### src/rtl/wdt_pkg.sv
package wdt_pkg;

    // Open-window fraction encodings (closed window measured from count zero)
    typedef enum logic [1:0] {
        WIN_HALF     = 2'b00,
        WIN_QUARTER  = 2'b01,
        WIN_FULL     = 2'b10,
        WIN_FULL_ALT = 2'b11
    } win_sel_e;

    // Classification of one access to the refresh register
    typedef enum logic [1:0] {
        ACT_IDLE    = 2'b00,
        ACT_REFRESH = 2'b01,
        ACT_VIOLATE = 2'b10
    } wr_act_e;

    localparam logic [7:0] DEFAULT_KEY = 8'hAC;

endpackage

### src/rtl/wdt_limits.sv
module wdt_limits
    import wdt_pkg::*;
#(
    parameter int BASE_EXP = 2,
    parameter int SEL_W    = 3,
    parameter int CNT_W    = BASE_EXP + (1 << SEL_W)
) (
    input  logic [SEL_W-1:0] period_sel,
    input  win_sel_e         window_sel,
    output logic [CNT_W-1:0] term_cnt,
    output logic [CNT_W-1:0] closed_lim,
    output logic [CNT_W-1:0] irq_pt
);

    localparam int SPAN_W = CNT_W + 1;

    // Full period in half low-speed cycles
    logic [SPAN_W-1:0] span;

    always_comb begin
        span     = SPAN_W'(1) << (int'(period_sel) + BASE_EXP + 1);
        term_cnt = CNT_W'(span - SPAN_W'(1));
        irq_pt   = CNT_W'((span >> 1) + (span >> 2) + SPAN_W'(1));
        unique case (window_sel)
            WIN_HALF:    closed_lim = CNT_W'(span >> 1);
            WIN_QUARTER: closed_lim = CNT_W'(span >> 2);
            default:     closed_lim = '0;
        endcase
    end

endmodule

### src/rtl/wdt_key_check.sv
module wdt_key_check
    import wdt_pkg::*;
#(
    parameter int         CNT_W = 10,
    parameter logic [7:0] KEY   = DEFAULT_KEY
) (
    input  logic             wr_en,
    input  logic [7:0]       wr_data,
    input  logic [CNT_W-1:0] cnt,
    input  logic [CNT_W-1:0] closed_lim,
    output wr_act_e          act
);

    logic key_ok;
    logic open_win;

    always_comb begin
        key_ok   = (wr_data == KEY);
        open_win = (cnt >= closed_lim);
        if (!wr_en) begin
            act = ACT_IDLE;
        end else if (key_ok && open_win) begin
            act = ACT_REFRESH;
        end else begin
            act = ACT_VIOLATE;
        end
    end

endmodule

### src/rtl/wdt_windowed.sv
module wdt_windowed
    import wdt_pkg::*;
#(
    parameter int         BASE_EXP = 2,
    parameter int         SEL_W    = 3,
    parameter logic [7:0] KEY      = DEFAULT_KEY
) (
    input  logic             clk,
    input  logic             rst_n,
    input  logic [SEL_W-1:0] cfg_period_sel,
    input  logic [1:0]       cfg_window_sel,
    input  logic             cfg_irq_en,
    input  logic             wr_en,
    input  logic [7:0]       wr_data,
    output logic             irq,
    output logic             rst_req
);

    localparam int CNT_W = BASE_EXP + (1 << SEL_W);

    typedef struct packed {
        logic [CNT_W-1:0] cnt;
        logic             rst_req;
        logic             irq;
        logic [SEL_W-1:0] period_sel;
        win_sel_e         window_sel;
        logic             irq_en;
    } state_t;

    state_t q, d, rst_val;

    logic [CNT_W-1:0] term_cnt;
    logic [CNT_W-1:0] closed_lim;
    logic [CNT_W-1:0] irq_pt;
    wr_act_e          act;

    // Names seen by the bound checker
    logic [CNT_W-1:0] cnt_q;
    logic             irq_en_q;

    wdt_limits #(
        .BASE_EXP (BASE_EXP),
        .SEL_W    (SEL_W),
        .CNT_W    (CNT_W)
    ) u_limits (
        .period_sel (q.period_sel),
        .window_sel (q.window_sel),
        .term_cnt   (term_cnt),
        .closed_lim (closed_lim),
        .irq_pt     (irq_pt)
    );

    wdt_key_check #(
        .CNT_W (CNT_W),
        .KEY   (KEY)
    ) u_key (
        .wr_en      (wr_en),
        .wr_data    (wr_data),
        .cnt        (q.cnt),
        .closed_lim (closed_lim),
        .act        (act)
    );

    always_comb begin
        // Reset image: configuration captured from the inputs
        rst_val            = '0;
        rst_val.period_sel = cfg_period_sel;
        rst_val.window_sel = win_sel_e'(cfg_window_sel);
        rst_val.irq_en     = cfg_irq_en;

        d         = q;
        d.rst_req = 1'b0;
        unique case (act)
            ACT_REFRESH: d.cnt = '0;
            ACT_VIOLATE: begin
                d.cnt     = '0;
                d.rst_req = 1'b1;
            end
            default: begin
                if (q.cnt == term_cnt) begin
                    d.cnt     = '0;
                    d.rst_req = 1'b1;
                end else begin
                    d.cnt = q.cnt + CNT_W'(1);
                end
            end
        endcase
        d.irq = q.irq_en && !d.rst_req && (d.cnt == irq_pt);
    end

    always_ff @(posedge clk) begin
        if (!rst_n) begin
            q <= rst_val;
        end else begin
            q <= d;
        end
    end

    assign irq      = q.irq;
    assign rst_req  = q.rst_req;
    assign cnt_q    = q.cnt;
    assign irq_en_q = q.irq_en;

endmodule

### config.mk
export PLATFORM = sky130hd
export DESIGN_NAME = wdt_windowed
export DESIGN_NICKNAME = d
export VERILOG_FILES = /design/src/rtl/wdt_pkg.sv /design/src/rtl/wdt_limits.sv /design/src/rtl/wdt_key_check.sv /design/src/rtl/wdt_windowed.sv
export SDC_FILE = /design/constraint.sdc
export NUM_CORES = 1
export LEC_CHECK = 0
export ABC_CLOCK_PERIOD_IN_PS = 5200
export BUFFER_PORTS_ARGS = -buffer_cell sky130_fd_sc_hd__clkbuf_2
export CAP_MARGIN = 15
export CORE_ASPECT_RATIO = 1.4
export CORE_MARGIN = 5
export CORE_UTILIZATION = 45
export DETAILED_ROUTE_END_ITERATION = 8
export HOLD_SLACK_MARGIN = 0.06
export PLACE_DENSITY = 0.66
export SLEW_MARGIN = 20
export SYNTH_ARGS = -nofsm -noshare
export SYNTH_HDL_FRONTEND = slang
export SYNTH_HIERARCHICAL = 1
export SYNTH_SLANG_ARGS = --single-unit
### constraint.sdc
create_clock -name clk -period 5.2 [get_ports clk]
set_input_delay 0.52 -clock clk [delete_from_list [all_inputs] [get_ports clk]]
set_output_delay 0.52 -clock clk [all_outputs]
set_load 0.005 [all_outputs]
==> metrics.log <==
INFO  metric result_of_the_run = completed
INFO  metric internal_reg_to_reg_setup_slack = ~1300 ps
INFO  metric clk-insertion-delay-late = approximately 260 ps
INFO  metric fmaxAchievable = approximately 250 MHz
INFO  metric synth-seq-cells = 18
INFO  metric vias_per_cell = about 5.2
INFO  metric largest_net_degree_at_the_start_of_global_routing = 15
INFO  metric number_of_clock_sinks = 18
INFO  metric rsz0062_at_grt = no
INFO  metric floorplan.die_area = between 6000 and 7000 um^2
INFO  metric design.portCount = 19
INFO  metric hold_path_depth = 1
INFO  metric die_height = between 90 and 100 um
INFO  metric timing_worst_slew_pin_value = 513 ps
INFO  metric post-layout-total-power = around 0.00043 W
INFO  metric tritoncts = yes
INFO  metric holdBufCountCts = 0
INFO  metric clk_root_buffer_cell = sky130_fd_sc_hd__clkbuf_8
INFO  metric combined_area_of_the_multi_input_logic_cells = between 1500 and 2000 um^2
INFO  metric coreArea = 5080 um^2
INFO  metric cells_after_synth = approximately 280
INFO  metric vias = 1913
INFO  metric critical_path.max_fanout = 14
INFO  metric grt-ovfl-total = 0
INFO  metric cts_buffer_depth = 2
INFO  metric nFillCells = 518
INFO  metric routabilityCongestion = just over 0.9
INFO  metric chipWidth = approximately 71 um
INFO  metric clock_tree.htree_level_count = 1
INFO  metric synth_area_leader_cell = sky130_fd_sc_hd__ha_1
INFO  metric ys_top_cells_by_area = sky130_fd_sc_hd__ha_1 15%, sky130_fd_sc_hd__dfxtp_1 10%, sky130_fd_sc_hd__xor2_1 8.3%, sky130_fd_sc_hd__edfxtp_1 7.8%, sky130_fd_sc_hd__xnor2_1 5.3%
INFO  metric fin_setup_tns = 0 ps
INFO  metric setup-violations-final = 0
INFO  metric route.detailed.wl_per_inst = between 10 and 15 um
INFO  metric critical_path_arrival = between 4000 and 5000 ps
INFO  metric initial_utilization = 45.5%
INFO  metric finalHoldWorstSlack = between 400 and 500 ps
INFO  metric drt_pass1_iterations = 4
INFO  metric crit_start_category = flip-flop
INFO  metric wl_met1 = between 2 and 2.5 mm
INFO  metric number_of_flops_mapped_to_enable_cells_by_yosys = 6
INFO  metric power.static_leakage = between 1 and 1.5 nW
INFO  metric yosys.area.top_type_share = between 10% and 20%
INFO  metric synth_async_sr_flop_share = 0%
INFO  metric utilization_after_layout = about half
INFO  metric drtIter0Drc = 87
INFO  metric timing.rr.end = irq
INFO  metric yosysSeqAreaShare = a little under a fifth
INFO  metric finalCriticalPeriod = a little under 4000 ps
INFO  metric timing.max_slew.rel_slack = between 60% and 70%
INFO  metric antenna_found_initial = 0
INFO  metric num_antenna_cells = 0
INFO  metric synth-warning-count = 6
INFO  metric cts.clk_slew.worst_paths = 80 ps
INFO  metric skew = about 4.3 ps
INFO  metric synth_cell_type_count = 60
INFO  metric drt.antenna.violating_nets = 0
INFO  metric postSynthAreaPerCell = just over 8 um^2
INFO  metric buffer_ports.inserted = 18
INFO  metric synth_common_cells = 32 x sky130_fd_sc_hd__inv_1, 31 x sky130_fd_sc_hd__nor2_1, 27 x sky130_fd_sc_hd__ha_1
INFO  metric finalHoldViolCount = 0
INFO  metric power_density = 173 nW/um^2
INFO  metric drt_wl_total = ~5.3 mm
INFO  metric met3_wirelength = roughly 160 um
INFO  metric reg2reg_depth = 17
INFO  metric timing.critical_path.to_type = flip-flop
INFO  metric holdCritPathClass = primary input to flip-flop
INFO  metric total_area_of_sequential_cells = ~420 um^2
INFO  metric post_cts_setup_bufs = 0
INFO  metric nNetsFinal = 350
INFO  metric post_synthesis_cell_area = roughly 2300 um^2
INFO  metric fin_area = 2480 um^2
INFO  metric numCtsBuffers = 3
INFO  metric critPathRequiredTime = between 5000 and 6000 ps
INFO  metric first_global_vias = between 1500 and 2000
INFO  metric timing.hold.worst_endpoint = d[5]
INFO  metric worst_r2r_startpoint = d[5]
INFO  metric drc = 0
INFO  metric timing.hold.worst.start = cfg_period_sel[2]
INFO  metric top_signal_layer_used = met4
INFO  metric yosys_most_used_dff = sky130_fd_sc_hd__dfxtp_1
INFO  metric total_of_max_cap_violations = 0
INFO  metric count_of_final_max_slew_check_failures = 0
INFO  metric period_share = about 75%
INFO  metric half_perimeter_wire_length_of_the_detailed_placement_result = between 4 and 5 mm
INFO  metric global_route_usage_over_all_layers = 16.9%
INFO  metric timing_worst_setup_path_type = flip-flop to flip-flop
INFO  metric drive_gt1_share = approximately 14%
INFO  metric syn_to_final_growth = 7.42%
INFO  metric first_pass_grt_wire_length = around 9 mm
INFO  metric route.met2.wl = 2.70 mm
INFO  metric vdd_ir_drop_max = around 170 uV
INFO  metric placement_rows = 31
INFO  metric synth.most_common_cell = sky130_fd_sc_hd__inv_1
INFO  metric cts_resized = 0
INFO  metric placed_cell_area = 2430 um^2
## metrics by stage
stage                     instances  worst slack, ps
after floorplan                 293             1790
after global placement          366             1410
after detailed placement        366             1340
after CTS                       370             1300
after global routing            370              926
final                           370             1280
## where the power goes
group / switching [W] / internal, W / total [W]
logic: 0.0000816 / 0.0000637 / 0.000145
registers: 0.0000137 / 0.000151 / 0.000165
clock network: 0.0000516 / 0.0000673 / 0.000119
## routing by layer
metal	track usage (%)	vias up
li1	-	1017
met1	17.9	852
met2	32.7	34
met3	2.24	10
met4	7.37	0
met5	0	-
## kinds of logic after synthesis
| kind of cell | share of synthesized area (%) |
|---|---|
| compound gates | 16.2 |
| xor+xnor | 13.7 |
| fa+ha+maj | 15.5 |
| buf+inv | 9.26 |
| flops | 18.2 |
| mux | 2.22 |
| other cells | 0.325 |
| simple gates | 24.6 |
## flip-flops by register name, indices dropped and copies added, names as in the netlist
signal	cells
irq_en_q	1
irq	1
d	5
rst_req	1
cnt_q	10
## worst max-delay path by stage
stage	start	endpoint	slack, ps	cells past startpoint
final	d[5]	irq	1280	17
after global routing	d[5]	irq	930	17
after detailed placement	d[5]	irq	1340	17
after floorplan	d[5]	irq	1790	16
after CTS	d[5]	irq	1300	17
after global placement	d[5]	irq	1410	17
## layout by cell type (no fill, tap or decap), types with 2 or more instances in the layout
master,count
sky130_fd_sc_hd__nor2b_1,2
sky130_fd_sc_hd__xnor2_1,14
sky130_fd_sc_hd__inv_1,32
sky130_fd_sc_hd__o22ai_1,2
sky130_fd_sc_hd__o211ai_1,2
sky130_fd_sc_hd__o31ai_1,2
sky130_fd_sc_hd__nand2_1,13
sky130_fd_sc_hd__a21o_1,2
sky130_fd_sc_hd__nand3_1,10
sky130_fd_sc_hd__and2b_2,2
sky130_fd_sc_hd__conb_1,12
sky130_fd_sc_hd__nor3b_4,2
sky130_fd_sc_hd__clkbuf_2,18
sky130_fd_sc_hd__nand2b_1,4
sky130_fd_sc_hd__a31oi_1,2
sky130_fd_sc_hd__or3_1,2
sky130_fd_sc_hd__nor2_1,31
sky130_fd_sc_hd__edfxtp_1,6
sky130_fd_sc_hd__a21oi_1,13
sky130_fd_sc_hd__clkbuf_8,4
sky130_fd_sc_hd__mux2i_1,4
sky130_fd_sc_hd__o21a_1,3
sky130_fd_sc_hd__o21ai_0,10
sky130_fd_sc_hd__nor3_1,7
sky130_fd_sc_hd__nand3b_1,2
sky130_fd_sc_hd__xor2_1,22
sky130_fd_sc_hd__nor4_2,2
sky130_fd_sc_hd__dfxtp_1,12
sky130_fd_sc_hd__o21ai_1,2
sky130_fd_sc_hd__and3_1,5
sky130_fd_sc_hd__ha_1,27
sky130_fd_sc_hd__a211oi_1,3
sky130_fd_sc_hd__nand4_1,4
## area by class of cell
type / count / area share [%]
multi-input combinational: 232 / 69.0
sequential: 18 / 16.9
inverter: 32 / 4.84
timing repair buffer: 18 / 3.63
tap: 66 / 3.33
clock buffer: 4 / 2.22
## critical path: stages, from the launching register on
cell and delay (ps):
sky130_fd_sc_hd__edfxtp_1 670, sky130_fd_sc_hd__and2b_2 280, sky130_fd_sc_hd__nand2b_2 70, sky130_fd_sc_hd__mux2_2 260
sky130_fd_sc_hd__nor2_1 100, sky130_fd_sc_hd__inv_1 50, sky130_fd_sc_hd__ha_1 290, sky130_fd_sc_hd__inv_1 60
sky130_fd_sc_hd__nor4_2 250, sky130_fd_sc_hd__nor2_1 80, sky130_fd_sc_hd__a211oi_2 210, sky130_fd_sc_hd__inv_1 60
sky130_fd_sc_hd__ha_1 320, sky130_fd_sc_hd__inv_1 90, sky130_fd_sc_hd__a41oi_2 340, sky130_fd_sc_hd__o21ai_0 170
sky130_fd_sc_hd__a21o_1 200, sky130_fd_sc_hd__a2111oi_2 330
No activity file was read; power rests on OpenSTA's default activity.
